`src/rtl/bmu_pkg.sv`:
```
package bmu_pkg;

  typedef enum logic [2:0] {
    OP_ROT_IMM   = 3'd0,
    OP_ROT_REG   = 3'd1,
    OP_FIELD_EXT = 3'd2,
    OP_FIELD_INS = 3'd3,
    OP_SWAP_HALF = 3'd4,
    OP_SEXT_BYTE = 3'd5,
    OP_SEXT_HALF = 3'd6,
    OP_NONE      = 3'd7
  } bmuOp_e;

  // one-hot result selects plus the rotate amount source
  typedef struct packed {
    logic useRegAmt;
    logic selRot;
    logic selExt;
    logic selIns;
    logic selSwap;
    logic selSextB;
    logic selSextH;
  } bmuStrobe_t;

endpackage

```
`src/rtl/bmu_rotr.sv`:
```
module bmu_rotr #(
  parameter int DATA_W = 32,
  localparam int AMT_W = $clog2(DATA_W)
) (
  input  logic [DATA_W-1:0] dataIn,
  input  logic [AMT_W-1:0]  amt,
  output logic [DATA_W-1:0] dataOut
);
  // shifting a doubled word right wraps the low bits into the top
  logic [2*DATA_W-1:0] doubled;
  assign doubled = {dataIn, dataIn} >> amt;
  assign dataOut = doubled[DATA_W-1:0];
endmodule

```
`src/rtl/bmu_fieldmask.sv`:
```
module bmu_fieldmask #(
  parameter int DATA_W = 32,
  localparam int AMT_W  = $clog2(DATA_W),
  localparam int SIZE_W = AMT_W + 1
) (
  input  logic [AMT_W-1:0]  pos,
  input  logic [SIZE_W-1:0] size,
  output logic [DATA_W-1:0] lowMask,
  output logic [DATA_W-1:0] placedMask
);
  // a per-bit compare never forms 2**size, so size == DATA_W cannot overflow
  for (genvar i = 0; i < DATA_W; i++) begin : g_bit
    assign lowMask[i] = (SIZE_W'(i) < size);
  end
  assign placedMask = lowMask << pos;
endmodule

```
`src/rtl/bmu_ctrl.sv`:
```
module bmu_ctrl
  import bmu_pkg::*;
#(
  parameter int DATA_W = 32,
  localparam int AMT_W  = $clog2(DATA_W),
  localparam int SIZE_W = AMT_W + 1
) (
  input  logic [2:0]        opSel,
  input  logic [AMT_W-1:0]  fieldPos,
  input  logic [SIZE_W-1:0] fieldSize,
  output bmuStrobe_t        strb,
  output logic              fieldErr
);
  bmuOp_e op;
  logic [SIZE_W:0] span;

  assign op = bmuOp_e'(opSel);

  always_comb begin
    strb = '0;
    unique case (op)
      OP_ROT_IMM:   strb.selRot = 1'b1;
      OP_ROT_REG:   begin strb.selRot = 1'b1; strb.useRegAmt = 1'b1; end
      OP_FIELD_EXT: strb.selExt = 1'b1;
      OP_FIELD_INS: strb.selIns = 1'b1;
      OP_SWAP_HALF: strb.selSwap = 1'b1;
      OP_SEXT_BYTE: strb.selSextB = 1'b1;
      OP_SEXT_HALF: strb.selSextH = 1'b1;
      default:      strb = '0;
    endcase
  end

  // one spare bit keeps pos + size from wrapping
  assign span     = {2'b00, fieldPos} + {1'b0, fieldSize};
  assign fieldErr = (strb.selExt | strb.selIns) && (span > (SIZE_W+1)'(DATA_W));
endmodule

```
`src/rtl/bmu_dpath.sv`:
```
module bmu_dpath
  import bmu_pkg::*;
#(
  parameter int DATA_W = 32,
  localparam int AMT_W  = $clog2(DATA_W),
  localparam int SIZE_W = AMT_W + 1,
  localparam int HALVES = DATA_W / 16
) (
  input  bmuStrobe_t        strb,
  input  logic [DATA_W-1:0] srcVal,
  input  logic [DATA_W-1:0] oldVal,
  input  logic [AMT_W-1:0]  amtImm,
  input  logic [AMT_W-1:0]  amtRegLow,
  input  logic [AMT_W-1:0]  fieldPos,
  input  logic [SIZE_W-1:0] fieldSize,
  output logic [DATA_W-1:0] result
);
  logic [AMT_W-1:0]  rotAmt;
  logic [DATA_W-1:0] rotOut, lowMask, placedMask;
  logic [DATA_W-1:0] extOut, insOut, swapOut, sextBOut, sextHOut;

  assign rotAmt = strb.useRegAmt ? amtRegLow : amtImm;

  bmu_rotr #(.DATA_W(DATA_W)) u_rotr (
    .dataIn (srcVal),
    .amt    (rotAmt),
    .dataOut(rotOut)
  );

  bmu_fieldmask #(.DATA_W(DATA_W)) u_mask (
    .pos       (fieldPos),
    .size      (fieldSize),
    .lowMask   (lowMask),
    .placedMask(placedMask)
  );

  assign extOut = (srcVal >> fieldPos) & lowMask;
  assign insOut = (oldVal & ~placedMask) | ((srcVal << fieldPos) & placedMask);

  for (genvar h = 0; h < HALVES; h++) begin : g_half
    assign swapOut[16*h +: 8]     = srcVal[16*h+8 +: 8];
    assign swapOut[16*h+8 +: 8]   = srcVal[16*h +: 8];
  end

  assign sextBOut = {{(DATA_W-8){srcVal[7]}}, srcVal[7:0]};
  assign sextHOut = {{(DATA_W-16){srcVal[15]}}, srcVal[15:0]};

  // and-or select: an empty strobe set gives zero
  assign result = ({DATA_W{strb.selRot}}   & rotOut)
                | ({DATA_W{strb.selExt}}   & extOut)
                | ({DATA_W{strb.selIns}}   & insOut)
                | ({DATA_W{strb.selSwap}}  & swapOut)
                | ({DATA_W{strb.selSextB}} & sextBOut)
                | ({DATA_W{strb.selSextH}} & sextHOut);
endmodule

```
`src/rtl/bmu_top.sv`:
```
module bmu_top
  import bmu_pkg::*;
#(
  parameter int DATA_W  = 32,
  parameter bit OUT_REG = 1'b1,
  localparam int AMT_W  = $clog2(DATA_W),
  localparam int SIZE_W = AMT_W + 1
) (
  input  logic              clk,
  input  logic              rstN,
  input  logic [2:0]        opSel,
  input  logic [DATA_W-1:0] srcVal,
  input  logic [DATA_W-1:0] oldVal,
  input  logic [AMT_W-1:0]  amtImm,
  input  logic [DATA_W-1:0] amtReg,
  input  logic [AMT_W-1:0]  fieldPos,
  input  logic [SIZE_W-1:0] fieldSize,
  output logic [DATA_W-1:0] resultOut,
  output logic              fieldErr
);
  bmuStrobe_t        strb;
  logic              errComb;
  logic [DATA_W-1:0] resComb;
  logic [DATA_W-AMT_W-1:0] unusedAmtHigh;

  assign unusedAmtHigh = amtReg[DATA_W-1:AMT_W];

  bmu_ctrl #(.DATA_W(DATA_W)) u_ctrl (
    .opSel    (opSel),
    .fieldPos (fieldPos),
    .fieldSize(fieldSize),
    .strb     (strb),
    .fieldErr (errComb)
  );

  bmu_dpath #(.DATA_W(DATA_W)) u_dpath (
    .strb     (strb),
    .srcVal   (srcVal),
    .oldVal   (oldVal),
    .amtImm   (amtImm),
    .amtRegLow(amtReg[AMT_W-1:0]),
    .fieldPos (fieldPos),
    .fieldSize(fieldSize),
    .result   (resComb)
  );

  if (OUT_REG) begin : g_reg
    always_ff @(posedge clk or negedge rstN) begin
      if (!rstN) begin
        resultOut <= '0;
        fieldErr  <= 1'b0;
      end else begin
        resultOut <= resComb;
        fieldErr  <= errComb;
      end
    end
  end else begin : g_comb
    assign resultOut = resComb;
    assign fieldErr  = errComb;
  end
endmodule

```
`config.mk`:
```
export PLATFORM = sky130hd
export DESIGN_NAME = bmu_top
export DESIGN_NICKNAME = d
export VERILOG_FILES = /design/src/rtl/bmu_pkg.sv /design/src/rtl/bmu_rotr.sv /design/src/rtl/bmu_fieldmask.sv /design/src/rtl/bmu_ctrl.sv /design/src/rtl/bmu_dpath.sv /design/src/rtl/bmu_top.sv
export SDC_FILE = /design/constraint.sdc
export NUM_CORES = 1
export LEC_CHECK = 0
export BUFFER_PORTS_ARGS = -buffer_cell sky130_fd_sc_hd__buf_2
export CAP_MARGIN = 10
export CORE_AREA = 2 2 138 140
export CTS_CLUSTER_DIAMETER = 100
export DETAILED_ROUTE_END_ITERATION = 8
export DIE_AREA = 0 0 140 142
export PLACE_DENSITY = 0.87
export SKIP_CTS_REPAIR_TIMING = 1
export SYNTH_ARGS = -nofsm -noshare
export SYNTH_HDL_FRONTEND = slang
export SYNTH_HIERARCHICAL = 1
export SYNTH_SLANG_ARGS = --single-unit
```
`constraint.sdc`:
```
create_clock -name clk -period 0.8 [get_ports clk]
set_input_delay 0.24 -clock clk [delete_from_list [all_inputs] [get_ports clk]]
set_output_delay 0.24 -clock clk [all_outputs]
set_load 0.05 [all_outputs]
```
==> results of run 1 <==
## synthesized netlist by cell type (21+ instances only)
| cell | n | area [µm²] |
|---|---|---|
| mux2_2 | 60 | 675.7 |
| mux2i_1 | 50 | 500.5 |
| mux4_2 | 121 | 2725 |
| o21ai_0 | 45 | 225.2 |
| inv_1 | 32 | 120.1 |
| clkbuf_1 | 64 | 240.2 |
| a21oi_1 | 42 | 210.2 |
| nand2_1 | 124 | 465.5 |
| nand3_1 | 36 | 180.2 |
| nor2_1 | 59 | 221.5 |
| o211ai_1 | 21 | 157.7 |
| dfrtp_1 | 33 | 825.8 |
| a31oi_1 | 22 | 137.6 |
| buf_2 | 39 | 195.2 |
## stage by stage
step	util	setup slack, ns
after floorplan	-	-2.214
after global placement	0.7271	-2.774
after detailed placement	0.7271	-2.912
after CTS	0.7348	-2.707
## cells by family after synthesis
kind of cell / count (synthesis) / synth area share
flip-flops: 33 / 0.08355
AO/OA/AOI/OAI: 357 / 0.2689
multiplexers: 241 / 0.4065
XOR/XNOR: 2 / 0.001773
buffers and inverters: 164 / 0.07963
adder cells (fa/ha/maj): 7 / 0.009368
AND/OR/NAND/NOR: 316 / 0.1503
## per-layer routing
layer / track usage / overflow
met1: 0.5891 / 0
met2: 0.7503 / 7
met4: 0.5311 / 4
met3: 0.4088 / 0
met5: 0.07268 / 0
==> flow_summary_export.csv, run 1 <==
group,metric,value,unit
status,status,"aborted with a tool error",
status,stop_stage,"5_1_grt",
status,stop_error,"[ERROR GRT-0116] Global routing finished with congestion. Check the congestion regions in the DRC Viewer.",
floorplanning,num_io_pins,150,
floorplanning,die_w,140,µm
placed_design,hpwl,40610,µm
logic_synthesis,ys_types,85,
logic_synthesis,synth_area_per_cell,8.824,µm²
placed_design,numPortBuffers,122,
clock_network,clockRootBuffer,"clkbuf_16",
placed_design,placed_cell_area,13420,µm²
clock_network,htree_levels,2,
logic_synthesis,synth_edf_count,0,
clock_network,clkSinkCount,33,
global_routing,overflow,11,
global_routing,grt_start_max_net_pins,34,
clock_network,cts_buffers,5,
floorplanning,rows,50,
floorplanning,initial_utilization,0.5355,
global_routing,grt_pass1_vias,14761,
logic_synthesis,yosysSeqAreaShare,0.08355,
placed_design,placed_cells,1736,
global_routing,track_usage,0.5724,
logic_synthesis,netlist_instances,1120,
placed_design,gp_congestion,1.324,
global_routing,grt_pass1_wl,86300,µm
logic_synthesis,async_flop_share,1.000,
logic_synthesis,syn_nets,1243,
logic_synthesis,ys_ff_latch,33,
logic_synthesis,synth_top_flop_cell,"dfrtp_1",
logic_synthesis,ys_warn_count,6,
clock_network,cts.path.max_buffers,2,
logic_synthesis,syn_area,9883,µm²
floorplanning,die_h,142,µm
==> inputs of run 2 (changes only) <==
--- a/config.mk
+++ b/config.mk
@@ -7,11 +7,10 @@
 export LEC_CHECK = 0
 export BUFFER_PORTS_ARGS = -buffer_cell sky130_fd_sc_hd__buf_2
 export CAP_MARGIN = 10
-export CORE_AREA = 2 2 138 140
-export CTS_CLUSTER_DIAMETER = 100
+export CORE_AREA = 2 2 161 163
 export DETAILED_ROUTE_END_ITERATION = 8
-export DIE_AREA = 0 0 140 142
-export PLACE_DENSITY = 0.87
+export DIE_AREA = 0 0 163 165
+export PLACE_DENSITY_LB_ADDON = 0.15
 export SKIP_CTS_REPAIR_TIMING = 1
 export SYNTH_ARGS = -nofsm -noshare
 export SYNTH_HDL_FRONTEND = slang
==> constraint.sdc (replaced) <==
create_clock -name clk -period 1 [get_ports clk]
set_input_delay 0.3 -clock clk [delete_from_list [all_inputs] [get_ports clk]]
set_output_delay 0.3 -clock clk [all_outputs]
set_load 0.05 [all_outputs]
==> flow_summary_export.csv, run 2 <==
group,metric,value,unit
status,status,"complete, but fails checks",
status,failed_checks,"negative setup slack",
logic_synthesis,synth_mux_area_frac,0.4065,
global_routing,grt_util_met3,0.09191,
placed_design,hpwl,47030,µm
critical_path,critPathCaptureType,"register",
logic_synthesis,synth_edf_count,0,
logic_synthesis,yosysSeqAreaShare,0.08355,
critical_path,critPathLaunchType,"input port",
timing,slew_headroom,0.3975,
timing,setup_ws,-2.257,ns
timing,holdWs,0.2752,ns
routing,wl_per_cell,29.70,µm
critical_path,cp_max_fo,6,
floorplanning,num_io_pins,150,
finish,final_nets,1713,
clock_network,clkSinkCount,33,
finish,layout_common_cells,"buf_4, nand2_1, mux4_2, buf_2, nor2_1",
timing,setup_viol,66,
power_and_ir_drop,ir_drop,0.7785,mV
floorplanning,die_w,163,µm
timing,hold_viol,0,
floorplanning,initial_utilization,0.3948,
finish,drive_gt1_frac,0.5374,
power_and_ir_drop,p_leak,6.488,nW
floorplanning,rows,58,
global_routing,met2_usage,0.6425,
global_routing,track_usage,0.4170,
logic_synthesis,synth.most_common_cell,"nand2_1",
clock_network,clockRootBuffer,"clkbuf_16",
logic_synthesis,synth_compound_area_frac,0.2689,
worst_hold_path,hold_class,"input port to register",
logic_synthesis,ys_types,85,
global_routing,overflow,0,
finish,top_regs,"resultOut x32, fieldErr x1",
logic_synthesis,synth_common_cells,"nand2_1, mux4_2, clkbuf_1",
logic_synthesis,yosysTopAreaCellShare,0.2757,
floorplanning,die_h,165,µm
logic_synthesis,yosysTopAreaCell,"mux4_2",
placed_design,dp_slack,-2.653,ns
clock_network,cts_tree,"yes",
timing,final.period_utilization,3.257,
routing,vias,12921,
logic_synthesis,ys_warn_count,6,
finish,n_fill_cell,2247,
finish,synthToLayoutAreaGrowth,52.13,%
clock_network,clk_pin_slew,0.06,ns
placed_design,placed_cells,1896,
routing,routed_wl,57060,µm
global_routing,grt_start_max_net_pins,34,
logic_synthesis,synth_simple_gate_area_frac,0.1503,
finish,seq_area,825.8,µm²
timing,fin_crit,3.257,ns
timing,tightest_slew,0.8998,ns
logic_synthesis,ys_ff_latch,33,
floorplanning,core,25040,µm²
floorplanning,die_area,26900,µm²
timing,max_freq,307.1,MHz
worst_hold_path,min-delay-start,"oldVal[15]",
finish,final_common_cell,"buf_4",
critical_path,cp.required,1.15,ns
worst_hold_path,min_delay_path_depth,3,
routing,first_pass_iters,6,
clock_network,cts_buffers,5,
logic_synthesis,netlist_instances,1120,
power_and_ir_drop,powerDensity,888.0,nW/µm²
finish,fin_util,0.6006,
logic_synthesis,async_flop_share,1.000,
logic_synthesis,synth-adder-area-share,0.009368,
power_and_ir_drop,fin_total_pwr,13.35,mW
finish,instances_no_fill,1921,
job,max_cap_violations,0,
placed_design,numPortBuffers,122,
logic_synthesis,synth_top_flop_cell,"dfrtp_1",
global_routing,grt_pass1_wl,81140,µm
placed_design,placed_cell_area,14100,µm²
finish,final_area,15040,µm²
routing,drtIter0Drc,1847,
critical_path,critPathLaunch,"opSel[0]",
clock_network,htree_levels,2,
critical_path,setup.worst_path.class,"input port to register",
finish,diodes,0,
timing,finalSetupTns,-71.75,ns
global_routing,globalRouteMet1Util,0.5642,
routing,route.detailed.drc,0,
placed_design,gp_congestion,1.077,
logic_synthesis,syn_nets,1243,
global_routing,busiest_layer,"met2",
finish,regMostFlops,"resultOut",
logic_synthesis,synthTopCellsByArea,"mux4_2, dfrtp_1, mux2_2",
logic_synthesis,yosys.area_share.xor_xnor,0.001772,
finish,largest_reg_flops,32,
timing,rsz0062_at_grt,"true",
routing,avgViaCountPerCell,6.726,
global_routing,antenna_found_initial,0,
global_routing,grt_pass1_vias,11947,
logic_synthesis,syn_area,9883,µm²
logic_synthesis,synth_area_per_cell,8.824,µm²
critical_path,arrival,3.41,ns
clock_network,cts.path.max_buffers,2,
finish,multi_input_area,8748,µm²
routing,postRouteAntennaNets,0,
logic_synthesis,synth_top_family_by_area,"multiplexers",
timing,slew_viol_final,0,
## run 2: cell counts after synthesis
No cell type changed its count.
## run 2: area by class of cell
| type | count | share of cell area |
|---|---|---|
| Sequential cell | 33 | 0.05492 |
| Tap cell | 330 | 0.02746 |
| Clock inverter | 3 | 0.001165 |
| Timing Repair Buffer | 591 | 0.3174 |
| Multi-Input combinational cell | 924 | 0.5818 |
| Clock buffer | 5 | 0.008322 |
| Inverter | 35 | 0.008904 |
## run 2: worst paths after layout
path / endpoint / slack, ns
max in group asynchronous: resultOut[29] / 0.30
max: resultOut[1] / -2.26
min in group asynchronous: resultOut[23] / 0.51
min: resultOut[15] / 0.28
## run 2: routing by layer
metal | routed length [µm] | vias to the layer above
li1 | - | 5482
met1 | 22470 | 6287
met2 | 24950 | 986
met3 | 6524 | 166
met4 | 3111 | 0
met5 | 0 | -
## run 2: logic make-up (layout without fill, tap and decap cells)
logic type / Yosys count / in the layout
and+or+nand+nor: 316 / 316
DFF: 33 / 33
AOI/OAI and AO/OA: 357 / 357
adders and majority gates: 7 / 7
xor gates and xnor gates: 2 / 2
buffers and inverters: 164 / 634
muxes: 241 / 242
## run 2: worst max-delay path, stage by stage
cell and delay [ns]:
buf_8 0.08, inv_4 0.03, nor3_4 0.20, buf_12 0.15
mux2_4 0.36, buf_4 0.16, mux4_2 0.49, mux4_2 0.54
buf_4 0.16, buf_4 0.12, mux2_2 0.26, a222oi_1 0.24
buf_4 0.19, nand4b_1 0.11
## run 2: where the power goes
| part | total (mW) | switching, mW | internal, mW |
|---|---|---|---|
| Combinational | 10.1 | 5.40 | 4.71 |
| Sequential | 1.67 | 0.130 | 1.54 |
| Clock | 1.58 | 0.662 | 0.914 |
| Total | 13.4 | 6.19 | 7.16 |
Note: power is estimated with default switching activity, not from simulation.
==> inputs of run 3 (changes only) <==
--- a/config.mk
+++ b/config.mk
@@ -7,12 +7,11 @@
 export LEC_CHECK = 0
 export BUFFER_PORTS_ARGS = -buffer_cell sky130_fd_sc_hd__buf_2
 export CAP_MARGIN = 10
-export CORE_AREA = 2 2 161 163
+export CORE_AREA = 2 2 163 165
 export DETAILED_ROUTE_END_ITERATION = 8
-export DIE_AREA = 0 0 163 165
+export DIE_AREA = 0 0 165 167
 export PLACE_DENSITY_LB_ADDON = 0.15
 export SKIP_CTS_REPAIR_TIMING = 1
 export SYNTH_ARGS = -nofsm -noshare
 export SYNTH_HDL_FRONTEND = slang
-export SYNTH_HIERARCHICAL = 1
 export SYNTH_SLANG_ARGS = --single-unit
==> flow_summary_export.csv, run 3 <==
group,metric,value,unit
status,status,"complete, but fails checks",
status,failed_checks,"negative setup slack",
clock_network,clkSinkCount,33,
critical_path,critPathLaunchType,"input port",
critical_path,critPathCaptureType,"register",
routing,routed_wl,61720,µm
logic_synthesis,ys_warn_count,0,
clock_network,htree_levels,2,
worst_hold_path,hold_class,"input port to register",
placed_design,dp_slack,-2.064,ns
timing,holdWs,0.3741,ns
logic_synthesis,synth_area_per_cell,7.749,µm²
critical_path,critPathTopFamily,"compound AO/OA/AOI/OAI gates",
routing,route.detailed.drc,0,
logic_synthesis,netlist_instances,1306,
logic_synthesis,synth_edf_count,0,
global_routing,overflow,0,
logic_synthesis,syn_nets,1429,
floorplanning,num_io_pins,150,
clock_network,cts_buffers,5,
clock_network,clockRootBuffer,"clkbuf_16",
timing,slew_viol_final,0,
timing,rsz0062_at_grt,"true",
power_and_ir_drop,p_leak,7.469,nW
placed_design,placed_cell_area,14850,µm²
logic_synthesis,synth_common_cells,"nor2_1, mux2i_1, clkbuf_1",
finish,layout_common_cells,"buf_4, nor2_1, nand2_1, buf_2, mux2i_1",
power_and_ir_drop,power.clock.fraction,0.124,
timing,setup_ws,-1.576,ns
power_and_ir_drop,powerDensity,856.2,nW/µm²
global_routing,track_usage,0.4178,
logic_synthesis,ys_types,85,
placed_design,gp_congestion,1.088,
global_routing,grt_pass1_vias,13437,
placed_design,numPortBuffers,122,
finish,drive_gt1_frac,0.5442,
clock_network,cts_tree,"yes",
critical_path,slowest_delay,0.49,ns
placed_design,hpwl,48780,µm
routing,first_pass_iters,5,
logic_synthesis,yosysTopAreaCellShare,0.1602,
clock_network,clk_pin_slew,0.06,ns
floorplanning,die_area,27560,µm²
global_routing,grt_pass1_wl,85990,µm
floorplanning,die_h,167,µm
finish,final_common_cell,"buf_4",
floorplanning,rows,59,
timing,final.period_utilization,2.576,
critical_path,arrival,2.69,ns
timing,hold_viol,0,
placed_design,placed_cells,2143,
logic_synthesis,async_flop_share,1.000,
finish,final_nets,1989,
logic_synthesis,ys_ff_latch,33,
logic_synthesis,synthTopCellsByArea,"mux4_2, mux2i_1, dfrtp_1",
critical_path,path_buf_inv,3,
power_and_ir_drop,p_sw_frac,0.4677,
critical_path,cp_max_fo,7,
worst_hold_path,min-delay-start,"oldVal[8]",
routing,avgViaCountPerCell,6.700,
finish,final_area,17070,µm²
power_and_ir_drop,p_seq_frac,0.113,
power_and_ir_drop,switchingPower,6.834,mW
routing,vias,14760,
finish,synthToLayoutAreaGrowth,68.63,%
logic_synthesis,yosysTopAreaCell,"mux4_2",
critical_path,critPathLaunch,"opSel[1]",
power_and_ir_drop,p_comb_frac,0.764,
job,max_cap_violations,0,
critical_path,setup.worst_path.class,"input port to register",
finish,top_regs,"resultOut x32, fieldErr x1",
global_routing,antenna_found_initial,2,
logic_synthesis,synth.most_common_cell,"nor2_1",
timing,setup_viol,66,
clock_network,cts.path.max_buffers,2,
finish,largest_reg_flops,32,
routing,drtIter0Drc,2080,
finish,regMostFlops,"resultOut",
logic_synthesis,synth_top_flop_cell,"dfrtp_1",
floorplanning,die_w,165,µm
critical_path,cp.required,1.11,ns
routing,postRouteAntennaNets,0,
logic_synthesis,syn_area,10120,µm²
logic_synthesis,yosysSeqAreaShare,0.08160,
floorplanning,initial_utilization,0.3928,
critical_path,crit_path_top_delay_cell,"mux4_2",
routing,wl_per_cell,28.02,µm
critical_path,path_cells,"buf_8 -> or3b_4 -> buf_4 -> a21oi_4 -> buf_4 -> o211ai_1 -> and2_1 -> mux4_2 -> a22oi_2 -> o211ai_1",
power_and_ir_drop,intPower,7.777,mW
finish,instances_no_fill,2203,
timing,slew_headroom,0.5048,
power_and_ir_drop,ir_drop,1.063,mV
timing,fin_crit,2.576,ns
timing,tightest_slew,0.7350,ns
floorplanning,core,25760,µm²
timing,max_freq,388.2,MHz
global_routing,grt_start_max_net_pins,35,
-- run 3: path summary, 6_finish.rpt --
check | slack, ns | depth (start not counted) | end
min in group asynchronous | 0.53 | 3 | resultOut[15]
max | -1.58 | 10 | resultOut[4]
min | 0.37 | 3 | resultOut[8]
max in group asynchronous | 0.30 | 3 | resultOut[11]
-- run 3: layer usage --
layer | GRT usage | wire length, µm
met3 | 0.08344 | 7243
met2 | 0.6138 | 25970
met1 | 0.5850 | 24470
met5 | 0 | 0
met4 | 0.1943 | 4035
-- run 3: power by group through the flow --
stage / clock, mW / combinational (mW) / sequential [mW]
CTS: 1.81 / 9.28 / 1.60
detailed placement: 0 / 9.25 / 1.62
floorplan: 0 / 4.23 / 2.32
global placement: 0 / 9.19 / 1.62
finish: 1.81 / 11.2 / 1.65
global route: 1.87 / 11.5 / 1.67
-- run 3: worst min-delay path: stages --
cell	delay, ns
buf_2	0.11
a31oi_2	0.11
nand4_1	0.09
-- run 3: kinds of logic (layout without fill, tap and decap cells) --
logic type | count (synthesis) | count (layout) | share of synthesized area
compound gates | 492 | 492 | 0.3477
xor+xnor | 3 | 3 | 0.002597
fa+ha+maj | 6 | 6 | 0.008160
buf+inv | 185 | 743 | 0.08222
flops | 33 | 33 | 0.08160
mux | 209 | 212 | 0.2997
other cells | 0 | 1 | 0
simple gates | 378 | 378 | 0.1780
-- run 3: area by class of cell --
cell class	instances	area, µm²
Tap cell	335	419.2
Clock inverter	3	46.29
Timing Repair Buffer	714	5831
Antenna cell	1	2.502
Multi-Input combinational cell	1091	9736
Clock buffer	5	125.1
Fill cell	2243	8698
Inverter	21	80.08
Sequential cell	33	825.8
-- run 3: metrics by stage --
step	power, mW	setup TNS [ns]	utilization
finish	14.61	-48.77	0.6624
global route	15.08	-51.19	0.6623
CTS	12.68	-56.96	0.5832
detailed placement	10.87	-60.71	0.5766
global placement	10.81	-60.41	0.5766
floorplan	6.544	-43.60	-
